**src/rtl/tap_pkg.sv**
```systemverilog
package tap_pkg;
   localparam int unsigned BUS_W = 8;
   localparam logic [BUS_W-1:0] DEF_KEY_ADDR   = 8'hC7;
   localparam logic [BUS_W-1:0] DEF_KEY_FIRST  = 8'hAA;
   localparam logic [BUS_W-1:0] DEF_KEY_SECOND = 8'h55;

   // merge new data into a register value under a guard mask
   function automatic logic [BUS_W-1:0] merge_bits(
      input logic [BUS_W-1:0] cur,
      input logic [BUS_W-1:0] nxt,
      input logic [BUS_W-1:0] guard,
      input logic             allow);
      logic [BUS_W-1:0] g_src;
      g_src = allow ? nxt : cur;
      return (nxt & ~guard) | (g_src & guard);
   endfunction
endpackage

```
**src/rtl/tap_key_detect.sv**
```systemverilog
module tap_key_detect #(
   parameter int unsigned ADDR_W = 8,
   parameter int unsigned DATA_W = 8,
   parameter logic [ADDR_W-1:0] KEY_ADDR   = 8'hC7,
   parameter logic [DATA_W-1:0] KEY_FIRST  = 8'hAA,
   parameter logic [DATA_W-1:0] KEY_SECOND = 8'h55
) (
   input  logic              clk,
   input  logic              rst_n,
   input  logic              we_i,
   input  logic [ADDR_W-1:0] addr_i,
   input  logic [DATA_W-1:0] wdata_i,
   output logic              unlock_o
);
   logic armed_q;
   logic is_key;
   logic got_first;

   if (KEY_FIRST == KEY_SECOND) begin : g_bad_keys
      $error("tap_key_detect: key bytes must differ");
   end

   assign is_key    = we_i && (addr_i == KEY_ADDR);
   assign got_first = is_key && (wdata_i == KEY_FIRST);
   assign unlock_o  = is_key && (wdata_i == KEY_SECOND) && armed_q;

   always_ff @(posedge clk or negedge rst_n) begin
      if (!rst_n) begin
         armed_q <= 1'b0;
      end else if (we_i) begin
         armed_q <= got_first;
      end
   end
endmodule

```
**src/rtl/tap_window_timer.sv**
```systemverilog
module tap_window_timer #(
   parameter int unsigned WIN_CYCLES = 3
) (
   input  logic clk,
   input  logic rst_n,
   input  logic unlock_i,
   input  logic consume_i,
   output logic open_o
);
   localparam int unsigned CNT_W = $clog2(WIN_CYCLES + 1);
   localparam logic [CNT_W-1:0] CNT_LOAD = CNT_W'(WIN_CYCLES);

   logic [CNT_W-1:0] cnt_q;

   if (WIN_CYCLES < 1) begin : g_bad_win
      $error("tap_window_timer: window must last at least one cycle");
   end

   always_ff @(posedge clk or negedge rst_n) begin
      if (!rst_n) begin
         cnt_q <= '0;
      end else if (unlock_i) begin
         cnt_q <= CNT_LOAD;
      end else if (consume_i) begin
         cnt_q <= '0;
      end else if (cnt_q != '0) begin
         cnt_q <= cnt_q - 1'b1;
      end
   end

   assign open_o = (cnt_q != '0);
endmodule

```
**src/rtl/tap_reg_bank.sv**
```systemverilog
module tap_reg_bank #(
   parameter int unsigned ADDR_W   = 8,
   parameter int unsigned DATA_W   = 8,
   parameter int unsigned NUM_REGS = 4,
   parameter logic [NUM_REGS*ADDR_W-1:0] REG_ADDR  = {8'hB0, 8'hA0, 8'h92, 8'h91},
   parameter logic [NUM_REGS*DATA_W-1:0] GUARD_MSK = {8'h00, 8'hF0, 8'h3F, 8'h01},
   parameter logic [NUM_REGS*DATA_W-1:0] RST_VAL   = {8'h00, 8'h50, 8'h3F, 8'h00}
) (
   input  logic                       clk,
   input  logic                       rst_n,
   input  logic                       we_i,
   input  logic [ADDR_W-1:0]          addr_i,
   input  logic [DATA_W-1:0]          wdata_i,
   input  logic                       allow_i,
   output logic                       consume_o,
   output logic [NUM_REGS*DATA_W-1:0] q_o
);
   logic [NUM_REGS-1:0] guard_hit;

   for (genvar g = 0; g < NUM_REGS; g++) begin : g_reg
      localparam logic [ADDR_W-1:0] MY_ADDR = REG_ADDR[g*ADDR_W +: ADDR_W];
      localparam logic [DATA_W-1:0] MY_MSK  = GUARD_MSK[g*DATA_W +: DATA_W];
      localparam logic [DATA_W-1:0] MY_RST  = RST_VAL[g*DATA_W +: DATA_W];
      logic              sel;
      logic [DATA_W-1:0] q;

      assign sel = we_i && (addr_i == MY_ADDR);

      if (MY_MSK == '0) begin : g_plain
         assign guard_hit[g] = 1'b0;
         always_ff @(posedge clk or negedge rst_n) begin
            if (!rst_n)   q <= MY_RST;
            else if (sel) q <= wdata_i;
         end
      end else begin : g_guarded
         assign guard_hit[g] = sel;
         always_ff @(posedge clk or negedge rst_n) begin
            if (!rst_n)   q <= MY_RST;
            else if (sel) q <= tap_pkg::merge_bits(q, wdata_i, MY_MSK, allow_i);
         end
      end

      assign q_o[g*DATA_W +: DATA_W] = q;
   end

   assign consume_o = |guard_hit;
endmodule

```
**src/rtl/tap_guard.sv**
```systemverilog
module tap_guard #(
   parameter int unsigned ADDR_W     = 8,
   parameter int unsigned DATA_W     = 8,
   parameter int unsigned NUM_REGS   = 4,
   parameter int unsigned WIN_CYCLES = 3,
   parameter logic [ADDR_W-1:0] KEY_ADDR   = tap_pkg::DEF_KEY_ADDR,
   parameter logic [DATA_W-1:0] KEY_FIRST  = tap_pkg::DEF_KEY_FIRST,
   parameter logic [DATA_W-1:0] KEY_SECOND = tap_pkg::DEF_KEY_SECOND,
   parameter logic [NUM_REGS*ADDR_W-1:0] REG_ADDR  = {8'hB0, 8'hA0, 8'h92, 8'h91},
   parameter logic [NUM_REGS*DATA_W-1:0] GUARD_MSK = {8'h00, 8'hF0, 8'h3F, 8'h01},
   parameter logic [NUM_REGS*DATA_W-1:0] RST_VAL   = {8'h00, 8'h50, 8'h3F, 8'h00}
) (
   input  logic                       clk,
   input  logic                       rst_n,
   input  logic                       bus_we,
   input  logic [ADDR_W-1:0]          bus_addr,
   input  logic [DATA_W-1:0]          bus_wdata,
   output logic                       win_open,
   output logic [NUM_REGS*DATA_W-1:0] reg_q
);
   logic unlock;
   logic consume;

   if (DATA_W != tap_pkg::BUS_W) begin : g_bad_width
      $error("tap_guard: data width must match the package bus width");
   end
   for (genvar g = 0; g < NUM_REGS; g++) begin : g_addr_chk
      if (REG_ADDR[g*ADDR_W +: ADDR_W] == KEY_ADDR) begin : g_clash
         $error("tap_guard: register address overlaps the key address");
      end
   end

   tap_key_detect #(
      .ADDR_W(ADDR_W), .DATA_W(DATA_W), .KEY_ADDR(KEY_ADDR),
      .KEY_FIRST(KEY_FIRST), .KEY_SECOND(KEY_SECOND)
   ) key_i (
      .clk(clk), .rst_n(rst_n), .we_i(bus_we), .addr_i(bus_addr),
      .wdata_i(bus_wdata), .unlock_o(unlock)
   );

   tap_window_timer #(.WIN_CYCLES(WIN_CYCLES)) win_i (
      .clk(clk), .rst_n(rst_n), .unlock_i(unlock), .consume_i(consume),
      .open_o(win_open)
   );

   tap_reg_bank #(
      .ADDR_W(ADDR_W), .DATA_W(DATA_W), .NUM_REGS(NUM_REGS),
      .REG_ADDR(REG_ADDR), .GUARD_MSK(GUARD_MSK), .RST_VAL(RST_VAL)
   ) bank_i (
      .clk(clk), .rst_n(rst_n), .we_i(bus_we), .addr_i(bus_addr),
      .wdata_i(bus_wdata), .allow_i(win_open), .consume_o(consume),
      .q_o(reg_q)
   );
endmodule

```
**config.mk**
```make
export PLATFORM = sky130hd
export DESIGN_NAME = tap_guard
export DESIGN_NICKNAME = d
export VERILOG_FILES = /design/src/rtl/tap_pkg.sv /design/src/rtl/tap_key_detect.sv /design/src/rtl/tap_window_timer.sv /design/src/rtl/tap_reg_bank.sv /design/src/rtl/tap_guard.sv
export SDC_FILE = /design/constraint.sdc
export NUM_CORES = 1
export LEC_CHECK = 0
export BUFFER_PORTS_ARGS = -buffer_cell sky130_fd_sc_hd__buf_2
export CAP_MARGIN = 20
export CORE_MARGIN = 1
export CORE_UTILIZATION = 53
export CTS_CLUSTER_SIZE = 30
export DETAILED_ROUTE_END_ITERATION = 6
export MAX_ROUTING_LAYER = met4
export PLACE_DENSITY = 0.82
export SLEW_MARGIN = 30
export SYNTH_ARGS = -nofsm -noshare
export SYNTH_HDL_FRONTEND = slang
export SYNTH_SLANG_ARGS = --single-unit
export TNS_END_PERCENT = 5
```
**constraint.sdc**
```tcl
create_clock -name clk -period 2.83 [get_ports clk]
set_input_delay 0.4245 -clock clk [delete_from_list [all_inputs] [get_ports clk]]
set_output_delay 0.4245 -clock clk [all_outputs]
set_load 0.05 [all_outputs]
```
Word level (Yosys, flattened, before mapping). Cells that the tools add are included.

Logic and storage cells: 34. Input bits: 19. Output and inout bits: 33. Register bits: 35.

Mux-type cells: 6. Add/sub/neg operators: 1. Bitwise gates (word level): 3. Reductions and logical operators: 11. Equality and inequality tests: 7.

Operator list (count): 8-bit equality test (second input constant) (6); 8-bit by 7-bit equality test with 1-bit output (second input constant) (1); 1-bit logical AND (8); 8-bit 2-to-1 mux (1); 4-bit by 8-bit bitwise OR with 8-bit output (1); 8-bit by 1-bit bitwise OR with 8-bit output (1); 8-bit by 6-bit bitwise OR with 8-bit output (1); 2-bit 2-to-1 mux (3); 6-bit 2-to-1 mux (1); 3-bit nonzero test (1); 3-bit OR reduction (1); 2-bit nonzero test (1); 2-bit by 1-bit subtractor with 2-bit output (second input constant) (1); 1-bit 2-to-1 mux (1).

Longest topological paths before layout. Gate-level depths: netlist of run 1.

Depth after elaboration: 5. Gate-level depth with buffers: 5. Depth with buffers taken out: 5.

Hierarchy. A second synthesis of run 1 with hierarchy kept.

Cells, all modules: 110. Area total of the unflattened synthesis: 1584.0 µm².

Modules (own cells, without submodules): tap_reg_bank (instances 1, sequential area each 810.8 µm², area an instance 1351.3 µm², cells an instance 84); tap_key_detect (instances 1, sequential area each 25.0 µm², area an instance 116.4 µm², cells an instance 14); tap_window_timer (instances 1, sequential area each 50.0 µm², area an instance 116.4 µm², cells an instance 12).

Least setup slack after synthesis of run 1. No wires, ideal clock.

Kind: register to register. From: reg win_i.cnt_q[0]. To: reg (tool-made name). Path slack: 1.154 ns. Library setup time: 0.125 ns. Period minus slack after synthesis: 1.676 ns. Buffers on the path: 0. Arrival: 1.551 ns. Cell stages (with the launch flop): 6. Required time: 2.705 ns. Cell sequence: dfrtp_1 inv_1 ha_1 inv_1 nand4_1 mux2_2.

RTL lines: start, declared (RTL line tap_window_timer.sv:13) `logic [CNT_W-1:0] cnt_q;`; start signal, assigned (RTL line tap_window_timer.sv:27) `cnt_q <= cnt_q - 1'b1;`.

Final worst setup path of run 1.
From: reg win_i.cnt_q[0]. To: out win_open.

Word-level cells in the longest chain between the ends: 1.

Ends and longest elaborated chain: 2-bit nonzero test (RTL line tap_window_timer.sv:31) `assign open_o = (cnt_q != '0);`; end, declared (RTL line tap_guard.sv:18) `output logic win_open,`.

Every way passes these cells.

==> summary.txt, run 1 <==
Die
  • # rows: 19
  • DIE AREA: 3182 µm²
  • I/O pins: 52
  • DIE WIDTH: roughly 56 µm
  • Core area: about 2800 µm²
  • Starting Density: 56.41%
  • Die Y: between 50 and 60 µm

Final layout
  • Diodes inserted: 0
  • Fill count: between 150 and 200
  • Footprint of the multi-input gates: around 650 µm²
  • Fin cells: between 150 and 200
  • Register area: 885.9 µm²
  • Layout Utilization: slightly below 70%
  • Layout net count: 181
  • Synthesis-to-layout area growth: 21.13%
  • Proportion of layout cells with a drive suffix above 1: 65.22%

Power and ir drop
  • Sequential share of power: approximately half
  • Pint: around 0.75 mW
  • Leakage: ~1.1 nW
  • Pwr per Cell Area: about 600 nW/µm²
  • Worst vdd ir: around 0.53 mV
  • Comb power frac: 26.3%
  • P_sw: 0.3912 mW
  • Sw frac: between 30% and 40%
  • Clk pwr share: around 24%

Timing
  • Hold_ws: approximately 0.14 ns
  • Fin. max-slew vios: 0
  • TNS Setup: 0 ns
  • Slew Limit Headroom: between 40% and 50%
  • Setup WS post-layout: around 1.0 ns
  • RSZ-0062 raised after global routing: false
  • Period utilization: 64.06%
  • Fmax: around 550 MHz
  • Hold Vio Cnt, Final: 0
  • Slew @ Worst Pin: roughly 0.75 ns
  • Worst Skew: between 0.01 and 0.015 ns
  • Final setup violating endpoints: 0
  • Fin crit period: between 1.5 and 2 ns

Placed design
  • DP Worst Slack: 1.028 ns
  • # port buffers: 51
  • Total instance count after detailed placement: 185
  • Gpl congestion: between 0.8 and 0.9

Drt
  • Via density: about 5.7
  • # DRC: 0
  • Initial DRC Count: 37
  • ANT nets after route: 0
  • 1st-pass router iterations: 4
  • Total number of vias: about 1100
  • Routed WL: between 3000 and 4000 µm
  • Wire per inst: 17.10 µm

Synth
  • Async SR Flop Fraction: 100.0%
  • XOR/XNOR share of the synthesized area: less than 1%
  • Seq/Total Area, Yosys: 56.46%
  • Number of flops mapped to enable cells by yosys: 0
  • Synth warn: 0
  • Post-Syn Area per Cell: ~15 µm²
  • Compound-Gate Fraction of Synth Area: 2.153%
  • Synth cell types: 28
  • Yosys top cell by area: dfrtp_1
  • Largest family of logic cells by synthesized area: multiplexers
  • Post-synthesis cell count: roughly 110
  • Netlist Area Pre-Place: approximately 1600 µm²
  • Ys flop type: dfrtp_1
  • Post-synth top cells: mux2_2 (32), dfrtp_1 (27), dfstp_2 (8), inv_1 (4), nand4_1 (4)
  • Count leader, synth: mux2_2
  • Top cells by area, synth: dfrtp_1 (43%), mux2_2 (23%), dfstp_2 (13%)
  • Adder-cell share of the synthesized area: less than 1%
  • FF+latch count, synth: 35
  • Top cell type's share of synthesized area: between 40% and 50%
  • Syn nets: between 100 and 150
  • Post-Synth Simple-Gate Area: between 10 and 15%
  • Mux share of post-synthesis cell area: a little under a quarter

Run
  • Max-cap violations: 0

Run status
  • Status: complete, no violations

Global routing
  • Grt total ovfl: 0
  • First-pass GRT wire length: 5395 µm
  • Initial antenna violation count: 0
  • Vias in the first global route: approximately 1100
  • Gr usage total: between 20% and 30%
  • Largest net degree at the start of global routing: 36

Critical path
  • Largest fanout on the critical path: 5
  • CP arrival: ~1.4 ns
  • Crit Path Class: flip-flop to primary output
  • Startpoint Class: flip-flop
  • CP endpoint kind: primary output
  • Data required, critical path: ~2.4 ns

Clock tree
  • CTS Buffer Depth: 2
  • CTS root buf: clkbuf_4
  • Total CTS buffers: 5
  • Clock-pin slew on the worst setup and hold paths: ~0.11 ns
  • CTS tree: yes
  • PostCTS Resize Cnt: 0
  • Setup bufs post-CTS: 0
  • Htree depth: 2
  • Hold-fix buffers, CTS: 0
  • Clk Latency, worst-skew pair: roughly 0.34 ns
  • Clock sink count: 35

Hold path
  • HP Class: input port to asynchronous set/reset pin
## final cells by class
cell class | count | area share, %
well taps | 31 | 2.041
flip-flops and latches | 35 | 46.61
clock buffers | 6 | 2.699
multi-input cells | 64 | 34.17
inverters | 4 | 0.7900
repair buffers | 51 | 13.43
clock inverters | 1 | 0.2633
## cell usage in the layout (no fill, tap or decap), drive strengths merged
cell,count
o311a,1
mux2,32
nor4bb,3
dfstp,8
nor2b,1
nor4b,3
or4b,1
nor3b,1
nand3,2
ha,1
and3b,2
buf,51
dfrtp,27
clkbuf,6
nor2,2
o22ai,3
and4bb,1
nand4,5
clkinv,1
xor2,1
a21oi,1
nand2,1
inv,4
nor4,1
nand4b,2
## cells by family after synthesis
| group | after synthesis |
|---|---|
| AOI/OAI and AO/OA | 5 |
| xor gates and xnor gates | 1 |
| adders and majority gates | 1 |
| buffers and inverters | 6 |
| DFF | 35 |
| muxes | 32 |
| and+or+nand+nor | 25 |
## critical path, stage by stage, from the launching register on
cell,delay (ns)
dfrtp_1,0.37
inv_1,0.05
ha_1,0.25
inv_1,0.11
buf_2,0.27
## per-stage QoR
step	instance area [µm²]	total power, mW
2_1_floorplan	1569	0.7879
3_3_place_gp	1844	0.8622
3_5_place_dp	1844	0.8744
4_1_cts	1901	1.150
5_1_grt	1901	1.196
6_report	1901	1.141
## power groups by stage
stage               sequential (mW)  combinational (mW)  clock, mW
finish                        0.564               0.300      0.277
CTS                           0.564               0.303      0.283
global placement              0.571               0.291          0
global route                  0.567               0.329      0.300
floorplan                     0.655               0.133          0
detailed placement            0.573               0.301          0
## final timing paths
check                                startpoint  cells after the start  slack, ns                         end
max in group asynchronous                 rst_n                      1       2.21        bank_i.g_reg[3].q[2]
min reg2reg                bank_i.g_reg[3].q[4]                      1       0.51        bank_i.g_reg[3].q[4]
max                              win_i.cnt_q[0]                      4       1.02                    win_open
max reg2reg                      win_i.cnt_q[0]                      5       1.22                   flip-flop
min in group clk                         bus_we                      2       0.31               key_i.armed_q
min                                       rst_n                      1       0.14  asynchronous set/reset pin
## metal layers
metal	wire length (µm)	vias to the layer above	share of wire (%)	track usage, %
met4	42	0	1.3	7.317
met2	1683	31	51	38.95
met5	0	-	0	-
met1	1404	550	43	28.57
met3	152	6	4.6	5.760
li1	-	512	-	-
No activity file was read; power rests on OpenSTA's default activity.
==> run 2, diff against run 1 <==
--- a/config.mk
+++ b/config.mk
@@ -8,11 +8,11 @@
 export BUFFER_PORTS_ARGS = -buffer_cell sky130_fd_sc_hd__buf_2
 export CAP_MARGIN = 20
 export CORE_MARGIN = 1
-export CORE_UTILIZATION = 53
+export CORE_UTILIZATION = 49
 export CTS_CLUSTER_SIZE = 30
 export DETAILED_ROUTE_END_ITERATION = 6
 export MAX_ROUTING_LAYER = met4
-export PLACE_DENSITY = 0.82
+export PLACE_DENSITY = 0.77
 export SLEW_MARGIN = 30
 export SYNTH_ARGS = -nofsm -noshare
 export SYNTH_HDL_FRONTEND = slang
==> constraint.sdc (replaced) <==
create_clock -name clk -period 1.8 [get_ports clk]
set_input_delay 0.27 -clock clk [delete_from_list [all_inputs] [get_ports clk]]
set_output_delay 0.27 -clock clk [all_outputs]
set_load 0.05 [all_outputs]
==> run 2 against run 1 <==
Effect of this change:
- the flow now finishes with violations (negative hold slack)
- highest routed layer unchanged
- sequential cell count unchanged
- combinational power increased by 57%
- largest cell class unchanged
- setup slack got worse by 0.89 ns
- clock power increased by 110%
- clock-buffer cell count unchanged
- sequential share of layout area decreased by 1.1 points
- sequential power increased by 57%
- cell area increased by 2.4%
- core utilization decreased by 4.6 points
- die area increased by 7.9%
==> summary.txt, run 2 (same netlist as run 1, synthesis figures left out) <==
Die
  • # rows: 20 (+1)
  • DIE AREA: 3432 µm² (+7.9%)
  • DIE WIDTH: 58.59 µm (+3.9%)
  • Die Y: 58.59 µm (+3.9%)
  • Core area: 3053 µm² (+9.8%)
  • Starting Density: 51.39% (-5.0 points)
  • I/O pins: 52 (unchanged)

Global routing
  • Gr usage total: 21.60% (-1.9 points)
  • Largest net degree at the start of global routing: 36 (unchanged)
  • Grt total ovfl: 0 (unchanged)
  • First-pass GRT wire length: 5216 µm (-3.3%)
  • Vias in the first global route: 1105 (-2.5%)
  • Initial antenna violation count: 0 (unchanged)

Timing
  • Fmax: around 600 MHz
  • Period utilization: between 90 and 100%
  • TNS Setup: 0 ns (unchanged)
  • Hold_ws: -0.01789 ns (-0.1594 ns)
  • Fin. max-slew vios: 0 (unchanged)
  • Worst Skew: 0.004513 ns (-0.008100 ns)
  • Slew Limit Headroom: 49.62% (-0.33 points)
  • Fin crit period: between 1.5 and 2 ns
  • Hold Vio Cnt, Final: 14 (+14)
  • Slew @ Worst Pin: 0.7558 ns (+0.004892 ns)
  • RSZ-0062 raised after global routing: false
  • Final setup violating endpoints: 0 (unchanged)

Critical path
  • Data required, critical path: 1.53 ns (-0.88 ns)
  • CP arrival: 1.40 ns (about the same)
  • Startpoint Class: flip-flop
  • CP endpoint kind: primary output
  • Crit Path Class: flip-flop to primary output
  • Largest fanout on the critical path: 5 (unchanged)

Drt
  • # DRC: 0 (unchanged)
  • Wire per inst: 15.14 µm (-11%)
  • 1st-pass router iterations: 4 (unchanged)
  • Initial DRC Count: 20 (-46%)
  • Routed WL: 3118 µm (-5.0%)
  • Via density: 5.340 (-6.7%)
  • Total number of vias: 1100 (+0.091%)
  • ANT nets after route: 0 (unchanged)

Run
  • Max-cap violations: 0 (unchanged)

Final layout
  • Most frequent cells in the layout: buf_2 (51), mux2_2 (32), dfrtp_1 (27), dfstp_2 (8), clkbuf_4 (5)
  • Layout net count: 181 (unchanged)
  • Proportion of layout cells with a drive suffix above 1: 65.43% (+0.21 points)
  • Diodes inserted: 0 (unchanged)
  • Synthesis-to-layout area growth: 24.08%
  • Most common cell after layout, fill and taps aside: buf_2
  • Fill count: 266 (+34%)

Clock tree
  • PostCTS Resize Cnt: 0 (unchanged)
  • Htree depth: 2 (unchanged)
  • CTS Buffer Depth: 2 (unchanged)
  • Hold-fix buffers, CTS: 0 (unchanged)
  • Setup bufs post-CTS: 0 (unchanged)
  • Clock-pin slew on the worst setup and hold paths: 0.10 ns (about the same)
  • CTS tree: yes
  • Total CTS buffers: 5 (unchanged)
  • CTS root buf: clkbuf_4
  • Clock sink count: 35 (unchanged)
  • Clk Latency, worst-skew pair: 0.34 ns (about the same)

Power and ir drop
  • Worst vdd ir: 0.6094 mV (+15%)
  • Leakage: 1.065 nW (+1.3%)
  • Pwr per Cell Area: 999.2 nW/µm² (+66%)

Run status
  • Status: finished, violations left
  • Failing checks: negative hold slack

Placed design
  • DPL Wire Length: roughly 2300 µm
  • Gpl congestion: 0.7546 (-9.3%)
  • # port buffers: 51 (unchanged)

Hold path
  • HP Class: input port to asynchronous set/reset pin
## run 2: path summary, 6_finish.rpt
check                                      from                    to  slack [ns]  depth (start not counted)
min                                       rst_n  bank_i.g_reg[0].q[5]       -0.02                          1
max in group asynchronous                 rst_n  bank_i.g_reg[3].q[0]        1.33                          1
max                              win_i.cnt_q[0]              win_open        0.13                          4
min reg2reg                bank_i.g_reg[3].q[4]  bank_i.g_reg[3].q[4]        0.51                          1
max reg2reg                      win_i.cnt_q[0]             flip-flop        0.20                          5
min in group clk                         bus_we         key_i.armed_q        0.14                          2
## run 2: per-layer routing
metal	GRT usage, %	wire, µm
met5	-	0
met4	9.524	85
met3	6.593	159
met2	32.35	1500
met1	27.19	1374
## run 2: cell type report
cell class	instances	area, µm²	area share [%]
multi-input combinational	64	649.4	33.35
sequential	35	885.9	45.50
tap	44	55.05	2.828
timing repair buffer	51	255.2	13.11
clock inverter	2	35.03	1.799
clock buffer	6	51.30	2.635
inverter	4	15.01	0.7712
## run 2: worst max-delay path, stage by stage, from the launching register on
cell and delay, ns:
dfrtp_1 0.38, inv_1 0.06, ha_1 0.25, inv_1 0.11
buf_2 0.27
## run 2: power breakdown
part	switching [mW]	internal (mW)
logic	0.330	0.143
registers	0.0319	0.856
clock network	0.257	0.328
## run 2: metrics by stage
step	instance area, µm²	utilization (%)	std cells	setup WS [ns]	power [mW]
final	1947	63.77	206	0.1298	1.945
after global routing	1947	63.77	206	0.02263	2.056
after CTS	1947	63.77	206	0.1170	1.965
after detailed placement	1861	60.94	198	0.1587	1.378
after global placement	1861	60.94	198	0.1666	1.355
after floorplan	1569	-	105	0.1242	1.239
==> run 3, diff against run 2 <==
--- a/config.mk
+++ b/config.mk
@@ -5,10 +5,11 @@
 export SDC_FILE = /design/constraint.sdc
 export NUM_CORES = 1
 export LEC_CHECK = 0
+export ABC_AREA = 1
 export BUFFER_PORTS_ARGS = -buffer_cell sky130_fd_sc_hd__buf_2
 export CAP_MARGIN = 20
 export CORE_MARGIN = 1
-export CORE_UTILIZATION = 49
+export CORE_UTILIZATION = 50
 export CTS_CLUSTER_SIZE = 30
 export DETAILED_ROUTE_END_ITERATION = 6
 export MAX_ROUTING_LAYER = met4
==> run 3 against run 2 <==
Effect of this change:
- highest routed layer unchanged
- the flow now finishes without violations
- total power is 10% lower
- maximum frequency fell by 1.7%
- critical endpoint unchanged
- hold slack better by 0.23 ns
==> summary.txt, run 3 <==
Run status
  • Status: complete, no violations

Synth
  • Count leader, synth: nand2_1
  • Netlist Area Pre-Place: 1662 µm² (+5.9%)
  • Post-synth top cells: nand2_1 (37), dfrtp_1 (27), o21ai_2 (21), inv_1 (17), nand2_2 (12)
  • Syn nets: 189 (+51%)
  • Synth cell types: 22 (-21%)
  • Top cells by area, synth: dfrtp_1 (41%), dfstp_2 (13%), o21ai_2 (11%)
  • Async SR Flop Fraction: 100.0% (unchanged)
  • Seq/Total Area, Yosys: 53.31% (-3.1 points)
  • Yosys top cell by area: dfrtp_1
  • FF+latch count, synth: 35 (unchanged)
  • Synth warn: 0 (unchanged)
  • Post-synthesis cell count: 169 (+61%)
  • Top cell type's share of synthesized area: 40.66% (-2.4 points)
  • Ys flop type: dfrtp_1
  • Post-Syn Area per Cell: 9.832 µm² (-34%)
  • Number of flops mapped to enable cells by yosys: 0 (unchanged)

Clock tree
  • PostCTS Resize Cnt: 0 (unchanged)
  • Clk Latency, worst-skew pair: 0.35 ns (about the same)
  • Total CTS buffers: 5 (unchanged)
  • Hold-fix buffers, CTS: 1 (+1)
  • Htree depth: 2 (unchanged)
  • Setup bufs post-CTS: 0 (unchanged)
  • Clock-pin slew on the worst setup and hold paths: 0.09 ns (about the same)
  • CTS Buffer Depth: 2 (unchanged)
  • Clock sink count: 35 (unchanged)
  • CTS root buf: clkbuf_4
  • CTS tree: yes

Final layout
  • Diodes inserted: 0 (unchanged)
  • Layout Utilization: 66.29% (+2.5 points)
  • Proportion of layout cells with a drive suffix above 1: 49.78% (-16 points)
  • Most common cell after layout, fill and taps aside: buf_2
  • Most frequent cells in the layout: buf_2 (51), nand2_1 (37), dfrtp_1 (27), o21ai_2 (21), inv_1 (17)
  • Layout net count: 246 (+36%)
  • Synthesis-to-layout area growth: 23.79%

Power and ir drop
  • Pwr Total: 1.742 mW (-10%)
  • Leakage: 1.077 nW (+1.1%)
  • Worst vdd ir: 0.4823 mV (-21%)
  • Pwr per Cell Area: 846.9 nW/µm² (-15%)

Global routing
  • Largest net degree at the start of global routing: 36 (unchanged)
  • First-pass GRT wire length: 5692 µm (+9.1%)
  • Gr usage total: 23.23% (+1.6 points)
  • Grt total ovfl: 0 (unchanged)
  • Vias in the first global route: 1238 (+12%)
  • Initial antenna violation count: 0 (unchanged)

Hold path
  • HP Class: input port to flip-flop

Die
  • I/O pins: 52 (unchanged)
  • Core area: 3103 µm² (+1.6%)
  • DIE WIDTH: 59.65 µm (+1.8%)
  • Starting Density: 53.55% (+2.2 points)
  • # rows: 20 (unchanged)
  • DIE AREA: 3558 µm² (+3.7%)
  • Die Y: 59.65 µm (+1.8%)

Placed design
  • # port buffers: 51 (unchanged)
  • DP Worst Slack: 0.4698 ns (+0.3111 ns)
  • DPL Wire Length: 2422 µm (+5.4%)
  • Gpl congestion: 0.8704 (+15%)

Timing
  • Setup WS post-layout: 0.1015 ns (-0.02833 ns)
  • Period utilization: 94.36% (+1.6 points)
  • Fin crit period: 1.699 ns (+0.02833 ns)
  • Slew Limit Headroom: 49.94% (+0.32 points)
  • Worst Skew: 0.01055 ns (+0.006034 ns)
  • Fmax: 588.7 MHz (-1.7%)
  • Final setup violating endpoints: 0 (unchanged)
  • Hold Vio Cnt, Final: 0 (-14)
  • Slew @ Worst Pin: 0.7509 ns (-0.004838 ns)
  • Fin. max-slew vios: 0 (unchanged)
  • RSZ-0062 raised after global routing: false
  • TNS Setup: 0 ns (unchanged)

Critical path
  • CP arrival: 1.43 ns (+0.03 ns)
  • Worst path most repeated cell: inv_1
  • Largest fanout on the critical path: 4 (-1)
  • Slowest cell delay on critical path: 0.37 ns (about the same)
  • Slowest CP cell: dfrtp_1
  • Startpoint Class: flip-flop
  • Crit Path Class: flip-flop to primary output
  • Data required, critical path: 1.53 ns (about the same)
  • CP Cell Sequence: inv_1, ha_1, inv_1, buf_2
  • CP endpoint kind: primary output

Drt
  • Wire per inst: 12.41 µm (-18%)
  • # DRC: 0 (unchanged)
  • Total number of vias: 1325 (+20%)
  • Routed WL: 3363 µm (+7.9%)
  • Initial DRC Count: 33 (+65%)
  • Via density: 4.889 (-8.4%)
  • ANT nets after route: 0 (unchanged)
  • 1st-pass router iterations: 4 (unchanged)

Run
  • Max-cap violations: 0 (unchanged)
-- run 3: cell count changes in the layout (fill, tap and decap cells not counted), sizes merged, moves of 6 or more --
| cell | before | now |
|---|---|---|
| nand2 | 1 | 49 |
| o21ai | 0 | 33 |
| mux2 | 32 | 0 |
| inv | 4 | 20 |
| nand3 | 2 | 10 |
| nor2 | 2 | 8 |
-- run 3: critical path: cells and delay by family, from the launching register on --
family	cells	cell delay [ns]
adders and majority gates	1	0.23
buffers and inverters	3	0.48
DFF	1	0.37
-- run 3: routing by layer --
layer  GRT usage (%)  up-vias  wire length, µm
met3           5.677        8              247
met2           34.60       52             1513
met4           12.29        0               81
met5               -        -                0
li1                -      663                -
met1           29.18      602             1521
-- run 3: per-stage QoR --
stage                     cells  hold WS [ns]  area [µm²]
after floorplan             169      -0.02559        1662
after global placement      262        0.3726        1946
after detailed placement    262        0.3789        1946
after CTS                   271        0.2067        2057
after global routing        271        0.2243        2057
final                       271        0.2149        2057
-- run 3: path summary, 6_finish.rpt --
| check | startpoint | end | slack (ns) | cells after the start |
|---|---|---|---|---|
| max | win_i.cnt_q[0] | win_open | 0.10 | 4 |
| min | bus_wdata[2] | key_i.armed_q | 0.21 | 4 |
| max reg2reg | win_i.cnt_q[0] | flip-flop | 0.47 | 7 |
| min reg2reg | flip-flop | flip-flop | 0.48 | 2 |
| max in group asynchronous | rst_n | bank_i.g_reg[1].q[7] | 0.81 | 2 |
| min in group asynchronous | rst_n | bank_i.g_reg[2].q[2] | 0.51 | 2 |
-- run 3: layout make-up --
type	count	area [µm²]
flip-flops and latches	35	885.9
repair buffers	53	272.8
clock buffers	6	41.29
fillers	280	1046
multi-input cells	111	666.9
clock inverters	2	60.06
inverters	20	75.07
well taps	44	55.05
-- run 3: power breakdown --
group | internal (mW) | leakage, nW | switching, mW | total (mW)
clock | 0.433 | 0.0525 | 0.260 | 0.693
sequential | 0.810 | 0.456 | 0.0130 | 0.823
combinational | 0.0561 | 0.568 | 0.170 | 0.227
-- run 3: cells by family after synthesis --
group	count (synthesis)	share of synthesized area [%]
XOR/XNOR	1	0.5272
adder cells (fa/ha/maj)	1	0.7529
AND/OR/NAND/NOR	76	24.17
AO/OA/AOI/OAI	33	14.68
flip-flops	35	53.31
buffers and inverters	23	6.551
